File: src/rtl/spi_tx_pkg.sv
package spi_tx_pkg;

    localparam int BYTE_W     = 8;
    localparam int FIFO_DEPTH = 32;
    localparam int CLK_DIV_W  = 8;
    localparam int STAT_N     = 3;

    typedef enum logic {
        MODE_SINGLE = 1'b0,
        MODE_SEQ    = 1'b1
    } tx_mode_e;

    // Packed so that bit 0 = empty, bit 1 = end, bit 2 = dropped write.
    typedef struct packed {
        logic ovf;
        logic done;
        logic empty;
    } tx_event_t;

    function automatic int thr_free(input logic sel, input int depth);
        return sel ? depth : depth / 2;
    endfunction

endpackage

File: src/rtl/spi_tx_fifo.sv
module spi_tx_fifo #(
    parameter int W     = 8,
    parameter int DEPTH = 32
) (
    input  logic                           clk,
    input  logic                           rst,
    input  logic                           push,
    input  logic [W-1:0]                   din,
    input  logic                           pop,
    output logic [W-1:0]                   dout,
    output logic [$clog2(DEPTH+1)-1:0]     count,
    output logic                           full,
    output logic                           empty,
    output logic                           push_ok
);
    localparam int AW = $clog2(DEPTH);
    localparam int CW = $clog2(DEPTH+1);

    logic [W-1:0]  mem [DEPTH];
    logic [AW-1:0] wr_ptr, rd_ptr;
    logic          pop_ok;

    assign full    = (count == CW'(DEPTH));
    assign empty   = (count == '0);
    assign push_ok = push && !full;
    assign pop_ok  = pop && !empty;
    assign dout    = mem[rd_ptr];

    always_ff @(posedge clk) begin
        if (push_ok) begin
            mem[wr_ptr] <= din;
        end
    end

    always_ff @(posedge clk) begin
        if (rst) begin
            wr_ptr <= '0;
            rd_ptr <= '0;
            count  <= '0;
        end else begin
            if (push_ok) begin
                wr_ptr <= (wr_ptr == AW'(DEPTH-1)) ? '0 : wr_ptr + 1'b1;
            end
            if (pop_ok) begin
                rd_ptr <= (rd_ptr == AW'(DEPTH-1)) ? '0 : rd_ptr + 1'b1;
            end
            case ({push_ok, pop_ok})
                2'b10:   count <= count + 1'b1;
                2'b01:   count <= count - 1'b1;
                default: count <= count;
            endcase
        end
    end
endmodule

File: src/rtl/spi_tx_shifter.sv
module spi_tx_shifter #(
    parameter int W     = 8,
    parameter int DIV_W = 8
) (
    input  logic             clk,
    input  logic             rst,
    input  logic             load,
    input  logic [W-1:0]     ld_data,
    input  logic             cpol,
    input  logic [DIV_W-1:0] div,
    output logic             busy,
    output logic             last_step,
    output logic             sclk,
    output logic             mosi
);
    localparam int BW = $clog2(W);

    logic [W-1:0]     sreg;
    logic [DIV_W-1:0] div_cnt;
    logic [BW-1:0]    bit_cnt;
    logic             phase;   // 0 = idle-level half, 1 = active half
    logic             step;

    assign step      = busy && (div_cnt == div);
    assign last_step = step && phase && (bit_cnt == BW'(W-1));
    assign sclk      = cpol ^ (busy & phase);
    assign mosi      = busy ? sreg[W-1] : 1'b0;

    always_ff @(posedge clk) begin
        if (rst) begin
            busy    <= 1'b0;
            phase   <= 1'b0;
            div_cnt <= '0;
            bit_cnt <= '0;
            sreg    <= '0;
        end else if (load && !busy) begin
            busy    <= 1'b1;
            phase   <= 1'b0;
            div_cnt <= '0;
            bit_cnt <= '0;
            sreg    <= ld_data;
        end else if (busy) begin
            if (step) begin
                div_cnt <= '0;
                if (!phase) begin
                    phase <= 1'b1;
                end else begin
                    phase <= 1'b0;
                    if (bit_cnt == BW'(W-1)) begin
                        busy <= 1'b0;
                    end else begin
                        bit_cnt <= bit_cnt + 1'b1;
                        sreg    <= {sreg[W-2:0], 1'b0};
                    end
                end
            end else begin
                div_cnt <= div_cnt + 1'b1;
            end
        end
    end
endmodule

File: src/rtl/spi_tx_irq.sv
module spi_tx_irq
    import spi_tx_pkg::*;
(
    input  logic              clk,
    input  logic              rst,
    input  tx_event_t         ev,
    input  logic [STAT_N-1:0] clr,
    output logic              irq_empty,
    output logic              irq_end,
    output logic [STAT_N-1:0] status
);
    logic [STAT_N-1:0] ev_v;
    assign ev_v = ev;

    always_ff @(posedge clk) begin
        if (rst) begin
            irq_empty <= 1'b0;
            irq_end   <= 1'b0;
        end else begin
            irq_empty <= ev.empty;
            irq_end   <= ev.done;
        end
    end

    for (genvar i = 0; i < STAT_N; i++) begin : g_sticky
        always_ff @(posedge clk) begin
            if (rst) begin
                status[i] <= 1'b0;
            end else begin
                status[i] <= (status[i] & ~clr[i]) | ev_v[i];
            end
        end
    end
endmodule

File: src/rtl/spi_tx_core.sv
module spi_tx_core
    import spi_tx_pkg::*;
#(
    parameter int DATA_W = BYTE_W,
    parameter int DEPTH  = FIFO_DEPTH,
    parameter int DIV_W  = CLK_DIV_W
) (
    input  logic              clk,
    input  logic              rst,
    input  logic              wr_en,
    input  logic [DATA_W-1:0] wr_data,
    input  logic              seq_mode,
    input  logic              thr_sel,
    input  logic              cpol,
    input  logic              start,
    input  logic [DIV_W-1:0]  clk_div,
    input  logic [STAT_N-1:0] stat_clr,
    output logic              sclk,
    output logic              mosi,
    output logic              irq_empty,
    output logic              irq_end,
    output logic [STAT_N-1:0] status
);
    localparam int CW = $clog2(DEPTH+1);

    tx_mode_e          mode;
    logic [DATA_W-1:0] dreg;
    logic              dreg_v;
    logic              fifo_push, fifo_pop, fifo_push_ok;
    logic              fifo_full, fifo_empty;
    logic [DATA_W-1:0] fifo_dout;
    logic [CW-1:0]     fifo_count;
    logic              busy, last_step, load, src_valid;
    logic [DATA_W-1:0] ld_data;
    logic [CW:0]       free_now, thr_val;
    tx_event_t         ev;

    assign mode      = tx_mode_e'(seq_mode);
    assign src_valid = (mode == MODE_SEQ) ? !fifo_empty : dreg_v;
    assign load      = start && !busy && src_valid;
    assign ld_data   = (mode == MODE_SEQ) ? fifo_dout : dreg;
    assign fifo_push = wr_en && (mode == MODE_SEQ);
    assign fifo_pop  = load && (mode == MODE_SEQ);

    // Single-mode holding register
    always_ff @(posedge clk) begin
        if (rst) begin
            dreg   <= '0;
            dreg_v <= 1'b0;
        end else if (mode == MODE_SINGLE) begin
            if (load) begin
                dreg_v <= 1'b0;
            end else if (wr_en && !dreg_v) begin
                dreg   <= wr_data;
                dreg_v <= 1'b1;
            end
        end
    end

    spi_tx_fifo #(.W(DATA_W), .DEPTH(DEPTH)) u_fifo (
        .clk     (clk),
        .rst     (rst),
        .push    (fifo_push),
        .din     (wr_data),
        .pop     (fifo_pop),
        .dout    (fifo_dout),
        .count   (fifo_count),
        .full    (fifo_full),
        .empty   (fifo_empty),
        .push_ok (fifo_push_ok)
    );

    spi_tx_shifter #(.W(DATA_W), .DIV_W(DIV_W)) u_shift (
        .clk       (clk),
        .rst       (rst),
        .load      (load),
        .ld_data   (ld_data),
        .cpol      (cpol),
        .div       (clk_div),
        .busy      (busy),
        .last_step (last_step),
        .sclk      (sclk),
        .mosi      (mosi)
    );

    // Event detection: upward crossing of the free-space threshold
    always_comb begin
        free_now = (CW+1)'(DEPTH) - {1'b0, fifo_count};
        thr_val  = (CW+1)'(thr_free(thr_sel, DEPTH));
        ev       = '0;
        if (mode == MODE_SEQ) begin
            ev.empty = fifo_pop && !fifo_push_ok && ((free_now + 1'b1) == thr_val);
            ev.ovf   = wr_en && fifo_full;
        end else begin
            ev.empty = load;
            ev.ovf   = wr_en && dreg_v;
        end
        ev.done = last_step && !src_valid;
    end

    spi_tx_irq u_irq (
        .clk       (clk),
        .rst       (rst),
        .ev        (ev),
        .clr       (stat_clr),
        .irq_empty (irq_empty),
        .irq_end   (irq_end),
        .status    (status)
    );
endmodule

File: config.mk
export PLATFORM = sky130hd
export DESIGN_NAME = spi_tx_core
export DESIGN_NICKNAME = d
export VERILOG_FILES = /design/src/rtl/spi_tx_pkg.sv /design/src/rtl/spi_tx_fifo.sv /design/src/rtl/spi_tx_shifter.sv /design/src/rtl/spi_tx_irq.sv /design/src/rtl/spi_tx_core.sv
export SDC_FILE = /design/constraint.sdc
export NUM_CORES = 1
export LEC_CHECK = 0
export ABC_AREA = 1
export BUFFER_PORTS_ARGS = -buffer_cell sky130_fd_sc_hd__buf_4
export CORE_MARGIN = 5
export CORE_UTILIZATION = 40
export CTS_BUF_LIST = sky130_fd_sc_hd__clkbuf_2 sky130_fd_sc_hd__clkbuf_4 sky130_fd_sc_hd__clkbuf_8
export DETAILED_ROUTE_END_ITERATION = 8
export HOLD_SLACK_MARGIN = 0.03
export PLACE_DENSITY_LB_ADDON = 0.2
export SLEW_MARGIN = 20
export SYNTH_ARGS = -nofsm -noshare
export SYNTH_HDL_FRONTEND = slang
export SYNTH_HIERARCHICAL = 1
export SYNTH_SLANG_ARGS = --single-unit
File: constraint.sdc
create_clock -name clk -period 5.32 [get_ports clk]
set_input_delay 0.798 -clock clk [delete_from_list [all_inputs] [get_ports clk]]
set_output_delay 0.798 -clock clk [all_outputs]
set_load 0.01 [all_outputs]
Word-level counts from Yosys, hierarchy flattened
Memories as Yosys holds them, arrays and structs flattened. A register that Yosys moved wholly into a read port is not among the register bits.
Index checks and enable logic that the tools add are counted.
- bits in registers: 51
- memories kept: 1
- logic and storage cells: 108
- RAM bits: 256
- add/sub/neg operators: 8
- reduce and logical (&&, ||, !) cells: 34
- equality and inequality tests: 9
- bitwise operators: 14
- multiplexer cells: 27
- memories (name ; words ; width ; rd ports ; clocked after Yosys merged registers in ; write ports ; line ; RTL):
    u_fifo.mem ; 32 ; 8 ; 1 ; 1 ; 1 ; spi_tx_fifo.sv:19 ; logic [W-1:0] mem [DEPTH];
- operators by type and width (kind ; number):
    8-bit two-way mux ; 7
    5-bit two-way mux ; 4
    1-bit logical AND ; 16
    1-bit two-way mux ; 14
    6-bit one-hot mux with 2 select lines ; 1
    5-bit by 1-bit adder with 5-bit output, second input constant ; 2
    5-bit == test, second input constant ; 2
    2-bit nonzero test ; 5
    8-bit by 1-bit adder with 8-bit output, second input constant ; 1
    8-bit == test ; 1
    4-bit AND reduction ; 2
    7-bit by 1-bit adder with 7-bit output, second input constant ; 1
    7-bit by 6-bit == test with 1-bit output ; 1
    6-bit by 6-bit subtractor with 7-bit output, first input constant ; 1
    6-bit by 1-bit adder with 6-bit output, second input constant ; 1
    6-bit == test, second input constant ; 1
    1-bit zero test ; 6
    6-bit zero test ; 1
    6-bit two-way mux ; 1
    1-bit inverter ; 6
    6-bit by 1-bit subtractor with 6-bit output, second input constant ; 1
    1-bit bitwise AND ; 4
    2-bit AND reduction ; 2
    3-bit by 1-bit adder with 3-bit output, second input constant ; 1
    8 further kinds ; 10

Depth between registers and ports, before layout
Gate-level depths: netlist of the first run.
- word-level depth: 9
- depth in mapped cells: 24

Cells and area by module
Netlist of the first run, hierarchy kept.
- by module, submodules not included (module ; area an instance (µm²) ; times used ; cells an instance ; sequential area each (µm²)):
    spi_tx_fifo ; 11612.4 ; 1 ; 1048 ; 8107.8
    spi_tx_shifter ; 1166.1 ; 1 ; 170 ; 420.4
    spi_tx_core ; 588.1 ; 1 ; 105 ; 180.2
    spi_tx_irq ; 156.4 ; 1 ; 19 ; 100.1

Least setup slack after synthesis of the first run
OpenSTA, ideal clock, no wires.
- path kind: input port to flip-flop
- from: in seq_mode
- to: reg u_fifo.count[4]
- path slack: 2.571 ns
- stages: 20
- required time: 5.211 ns
- arrival time: 2.639 ns
- cells stage by stage: buf_2 > nand2_1 > nand3_1 > nor2_1 > nand2_1 > inv_1 > ha_1 > buf_2 > inv_1 > nand2_1 > nand2_1 > inv_1 > ha_1 > o21bai_1 > nand2_1 > nand2_1 > nand2_1 > nand3_1 > nand2_1 > inv_1
- longest elaborated chain between the ends: 6
- elaborated cells between the ends (all ways): 10
- those cells by class: 2 x eq/ne; 2 x mux; 6 x reduce/logical
- RTL lines (item ; line ; RTL):
    start, declared ; spi_tx_core.sv:12 ; input logic seq_mode,
    1-bit two-way mux ; spi_tx_core.sv:39 ; assign src_valid = (mode == MODE_SEQ) ? !fifo_empty : dreg_v;
    1-bit logical AND ; spi_tx_core.sv:40 ; assign load = start && !busy && src_valid;
    1-bit logical AND * ; spi_tx_core.sv:43 ; assign fifo_pop = load && (mode == MODE_SEQ);
    net fifo_pop ; spi_tx_core.sv:29 ; logic fifo_push, fifo_pop, fifo_push_ok;
    1-bit logical AND * ; spi_tx_fifo.sv:26 ; assign pop_ok = pop && !empty;
    2-bit by 1-bit == test with 1-bit output / 2-bit == test (equally long branches) ; spi_tx_fifo.sv:47 ; case ({push_ok, pop_ok})
    6-bit one-hot mux with 2 select lines / 2-bit nonzero test (equally long branches) ; n/a ;
    end signal, assigned ; spi_tx_fifo.sv:48 ; 2'b10: count <= count + 1'b1;
    end signal, assigned ; spi_tx_fifo.sv:49 ; 2'b01: count <= count - 1'b1;
    end signal, assigned ; spi_tx_fifo.sv:50 ; default: count <= count;
    end, declared ; spi_tx_fifo.sv:11 ; output logic [$clog2(DEPTH+1)-1:0] count,
Mark *: on every way through the listed nets, which the timed path passes. The rest lies on a longest branch.
A chain may end at the register's enable or synchronous reset.

==> results.toml, run 1 <==
[outcome]
status = "finished, final reports clean"

[die]
coreArea_um2 = 33450
core.rowCount = 67
start_util_pct = 40.43
die_x_um = 193.9
boundaryPins = 33
die_y_um = 193.9
dieArea_um2 = 37580

[worst_setup_path]
rrSetupSlack_ns = 2.21
arrival_ns = 3.61
critPathLaunchType = "register"
end_kind = "register"
r2r_end = "u_shift/sreg[7]"
crit_end = "u_shift/sreg[7]"
crit_fanout = 71
required_ns = 5.82
crit_type = "reg2reg"
reg2reg_depth = 15

[yosys]
synth_area_um2 = 13520
syn_inst = 1342
netlist_top_cells_area = "edfxtp_1 (57%), nand2_1 (13%), dfxtp_1 (8.3%), nand3_1 (7.1%), a21oi_1 (3.0%)"
seq_area_frac_synth_pct = 65.14
syn_nets = 1382
yosysTopAreaCellShare_pct = 56.85
yosys_register_bits = 312
avgSynthCellArea_um2 = 10.08
yosys.cell_types.count = 33
yosys_warnings = 6
yosys.area.top_type = "edfxtp_1"

[sta]
slew_headroom_pct = 30.59
clock.fmax_mhz = 321.3
worst_pin_slew_ns = 1.037
drv_slew = 0
finalCritPeriodShare_pct = 58.51
fin_skew_ns = 0.01265
tns_ns = 0
setup_viol_count_final = 0
rsz0062_at_grt = "false"
min_period_ns = 3.113
final_hold_viol_count = 0

[route]
wl_met2_um = 15620
via_count = 9386
ant_nets = 0
detail_route.drc_violations = 0
viasPerCell = 5.035
drt-initial-drc-count = 773
dr.max_layer_used = "met4"
first_pass_iters = 6
wire_per_inst_um = 17.44
wl_met3_um = 1429
wl_met1_um = 14810
drt-total-wl_um = 32510

[clock_network]
htreeDepth = 2
clock-sinks = 312
clk_latency_ns = 0.57
cts-hold-fix-buffers = 0
clock_path_buffers = 3
cts_buffers = 50
cts_tree = "done"
root_buffer = "clkbuf_8"
cts_setup_buffers = 0
cts_resized = 0
clk_pin_slew_ns = 0.06

[cells_and_area]
antenna_cells = 0
syn_to_final_growth_pct = 11.10
drive_above_1_share_pct = 10.24
nets = 1415

[global_route]
grt_overflow = 0
first_global_vias = 9117
groute.usage.overall_pct = 17.05
grt_max_degree = 72
antenna_found_initial = 0
grt_pass1_wl_um = 51460

[placed_design]
place.port_buffers = 32
place.gp.congestion = 0.8883
dp_hpwl_um = 19140

[min_path]
min_from = "u_irq/status[0]"
hold_path.class = "reg2reg"

[run]
max_cap_viol_count = 0

[power_and_ir_drop]
leakagePower_nw = 5.626
peakVddDrop_mv = 0.2584
p_per_area_nw_per_um2 = 344.8
finalPower_mw = 5.181
==> sequential cells by signal (all words and copies together), names as in the netlist, named ones only <==
register and flops:
u_irq/status 3, u_fifo/count 6, u_irq/irq_empty 1, dreg 8
u_fifo/rd_ptr 5, u_shift/bit_cnt 3, u_fifo/wr_ptr 5, u_irq/irq_end 1
u_shift/phase 1, dreg_v 1, u_fifo/mem 256, u_shift/div_cnt 8
u_shift/busy 1, u_shift/sreg 8
==> area by class of cell <==
type	count	area (um^2)
timing repair buffer	44	342.8
inverter	77	292.8
clock buffer	67	834.6
tap	448	560.5
multi-input combinational	890	4035
sequential	312	8813
clock inverter	26	145.1
fill	3147	18420
==> worst max-delay path, cell delays in order, from the launching register on <==
cell and delay (ns):
dfxtp_4 0.86, buf_4 0.68, nand2_1 0.12, nand3_1 0.12, nand3_1 0.14, nand2_1 0.19
nand2_1 0.06, nand2_1 0.07, nor2_1 0.04, a21oi_1 0.21, nand2_1 0.08, nand2_1 0.10
nand2_1 0.06, nand2_1 0.07, nand2_1 0.05, a21oi_1 0.11
==> kinds of logic after synthesis <==
kind of cell    synth area share [%]
fa+ha+maj                      1.295
compound gates                 4.182
buf+inv                        5.024
simple gates                   23.26
xor+xnor                       1.101
flops                          65.14
==> synth_stat cells, drive strengths merged <==
| master | count |
|---|---|
| clkbuf | 14 |
| o31ai | 8 |
| inv | 77 |
| nand2 | 461 |
| buf | 49 |
| edfxtp | 256 |
| and3 | 1 |
| o21ai | 13 |
| o22ai | 1 |
| nand4 | 3 |
| dfxtp | 56 |
| a21oi | 83 |
| ha | 14 |
| nand3 | 194 |
| o21bai | 1 |
| and2 | 1 |
| a21boi | 1 |
| xnor2 | 12 |
| nor2 | 83 |
| nor3b | 1 |
| nor3 | 8 |
| xor2 | 5 |
==> cell usage in the layout (no fill, tap or decap), types with 2 or more instances in the layout <==
cell and instances:
a21oi_1 82, buf_4 43, clkbuf_4 14, clkbuf_8 53, clkinv_1 14, clkinv_2 9
clkinvlp_4 3, dfxtp_1 54, edfxtp_1 256, ha_1 14, inv_1 68, inv_2 7
nand2_1 457, nand2_2 4, nand3_1 193, nand4_1 3, nor2_1 79, nor2_2 2
nor2_4 2, nor3_1 7, o21ai_0 13, o31ai_1 8, xnor2_1 12, xor2_1 5
==> metrics by stage <==
stage	instances	util [%]	hold WS (ns)	area (um^2)	setup slack, ns
2_1_floorplan	1342	-	0.4410	13520	2.571
5_1_grt	1864	44.92	0.4659	15020	1.835
4_1_cts	1864	44.92	0.4447	15020	2.163
3_3_place_gp	1771	41.99	0.4483	14040	2.107
3_5_place_dp	1771	41.99	0.4526	14040	2.075
6_report	1864	44.92	0.4598	15020	2.207
==> how the worst min path moves through the flow <==
stage | endpoint | cells past startpoint | slack [ns]
3_5_place_dp | u_irq/status[0] | 2 | 0.45
2_1_floorplan | dreg[0] | 2 | 0.44
6_report | u_irq/status[0] | 2 | 0.46
5_1_grt | u_irq/status[0] | 4 | 0.47
3_3_place_gp | u_irq/status[1] | 2 | 0.45
4_1_cts | u_irq/status[2] | 4 | 0.44
==> power by group <==
group          switching (mW)  total, mW  internal [mW]  leakage [nW]
clock network           0.917       1.99           1.07         0.513
logic                   0.338      0.479          0.141          2.35
registers              0.0441       2.71           2.67          2.76
total                    1.30       5.18           3.88          5.63
==> layer usage <==
layer	up-vias	global-route usage, %
li1	4598	-
met3	50	2.276
met4	0	4.583
met2	245	28.67
met5	-	0
met1	4493	23.48
Note: power is estimated with default switching activity, not from simulation.
==> run 2, diff against run 1 <==
==> constraint.sdc (replaced) <==
create_clock -name clk -period 2.57 [get_ports clk]
set_input_delay 0.3855 -clock clk [delete_from_list [all_inputs] [get_ports clk]]
set_output_delay 0.3855 -clock clk [all_outputs]
set_load 0.01 [all_outputs]
==> results.toml, run 2 (same netlist as run 1, synthesis figures left out) <==
[sta]
setup_viol_count_final = 0
slew_headroom_pct = 66.69
drv_slew = 0
finalCritPeriodShare_pct = 93.19
worst_pin_slew_ns = 0.4985
tns_ns = 0
clock.fmax_mhz = 417.5
fin_skew_ns = 0.02429
min_period_ns = 2.395
final_hold_viol_count = 0

[power_and_ir_drop]
p_per_area_nw_per_um2 = 711.4
peakVddDrop_mv = 0.4528
leakagePower_nw = 5.971

[worst_setup_path]
crit_end = "u_fifo/count[4]"
crit_top_cell = "nand2_1"
rrSetupSlack_ns = 0.17
r2r_start = "u_fifo/count[3]"
crit_buf_inv = 5
crit_fanout = 3
critPathLaunchType = "register"
crit_start = "u_fifo/count[3]"
crit_slowest_cell = "dfxtp_1"
cp.depth = 23
r2r_end = "u_fifo/count[4]"
arrival_ns = 2.87
reg2reg_depth = 23
critPathTopFamily = "simple AND/OR/NAND/NOR gates"
cp_slowest_stage_delay_ns = 0.32
crit_type = "reg2reg"
required_ns = 3.05
end_kind = "register"
path_cells = "nor2_2 -> nand3_2 -> nor2_2 -> nand2_1 -> inv_1 -> nand2_2 -> nand3_2 -> nor2_1 -> nand2_1 -> inv_1 -> ha_2 -> inv_2 -> nand2_1 -> nand2_1 -> inv_1 -> ha_1 -> o21bai_2 -> nand2_1 -> nand2_1 -> nand2_1 -> nand3_1 -> nand2_1 -> inv_1"

[route]
detail_route.drc_violations = 0
drt-initial-drc-count = 779
drt-total-wl_um = 32510
viasPerCell = 4.974
wire_per_inst_um = 16.99
first_pass_iters = 6
via_count = 9515
ant_nets = 0

[die]
die_y_um = 193.9
die_x_um = 193.9
coreArea_um2 = 33450
dieArea_um2 = 37580
start_util_pct = 40.43
core.rowCount = 67
boundaryPins = 33

[cells_and_area]
final_cell_area_um2 = 15590
fin_util_pct = 46.60
layout_commonest_cell = "nand2_1"
largest_reg_flops = 256
antenna_cells = 0
drive_above_1_share_pct = 14.13
nets = 1464
syn_to_final_growth_pct = 15.27
regMostFlops = "u_fifo/mem"
final_cell_mix = "nand2_1 (456), edfxtp_1 (256), nand3_1 (191)"

[min_path]
hold_path.class = "in2reg"

[clock_network]
root_buffer = "clkbuf_8"
clk_pin_slew_ns = 0.06
cts_buffers = 52
clk_latency_ns = 0.58
cts_tree = "done"
clock-sinks = 312
clock_path_buffers = 3
htreeDepth = 2

[placed_design]
place.port_buffers = 32
dp_hpwl_um = 19290
placedInstanceArea_um2 = 14440
place.gp.congestion = 0.8335

[global_route]
grt_pass1_wl_um = 52140
grt_max_degree = 88
antenna_found_initial = 0
grt_overflow = 0
groute.usage.overall_pct = 17.27
first_global_vias = 9326

[run]
max_cap_viol_count = 0

[outcome]
status = "finished, final reports clean"
## run 2: cell count changes in the layout (fill, tap and decap cells not counted), sizes merged, moves of 3 or more
cell / delta
clkbuf: +16
buf: +44
clkinv: -11
clkinvlp: -3
dlygate4sd3: +3
## run 2: per-layer routing
layer | GRT usage, % | part of all wire [%] | vias up
li1 | - | - | 4702
met3 | 2.798 | 5.0 | 54
met1 | 24.79 | 46 | 4540
met2 | 27.65 | 47 | 219
met4 | 4.349 | 1.8 | 0
met5 | 0 | 0 | -
## run 2: repair_timing
item / CTS / global route
buffers inserted: 0 / 1
resized for setup: 0 / 11
endpoints found under the hold margin: 3 / 0
endpoints found under the setup margin: 0 / 4
hold buffers: 3 / 0
## run 2: tightest hold or removal path, delay by kind of cell
family	cells	cell delay, ns
and+or+nand+nor	2	0.15
buffers and inverters	2	0.15
## run 2: layout make-up
cell class | instances | area, um^2
clock inverters | 12 | 57.56
inverters | 77 | 292.8
multi-input cells | 890 | 4066
clock buffers | 83 | 1017
repair buffers | 91 | 778.2
fillers | 3135 | 17860
well taps | 448 | 560.5
flip-flops and latches | 312 | 8815
## run 2: worst min-delay path by stage
stage | cells after the start | end | start
3_5_place_dp | 2 | u_irq/status[1] | u_irq/status[1]
5_1_grt | 4 | dreg_v | start
3_3_place_gp | 2 | dreg[4] | dreg[4]
6_report | 4 | dreg_v | start
4_1_cts | 4 | dreg_v | start
2_1_floorplan | 2 | dreg[0] | dreg[0]
## run 2: power breakdown
group	internal, mW	total, mW	switching (mW)
sequential	5.53	5.58	0.0487
clock	2.50	4.42	1.92
combinational	0.349	1.10	0.747
total	8.38	11.1	2.71
## run 2: metrics by stage
stage / worst slack [ns] / hold slack [ns] / cells / total power [mW]
floorplan: 0.08664 / 0.4410 / 1342 / 6.373
global placement: 0.1605 / 0.4497 / 1814 / 6.752
detailed placement: 0.1137 / 0.4507 / 1814 / 6.759
CTS: 0.08701 / 0.1409 / 1912 / 11.21
global route: -0.01159 / 0.1843 / 1913 / 11.59
finish: 0.1750 / 0.1742 / 1913 / 11.09
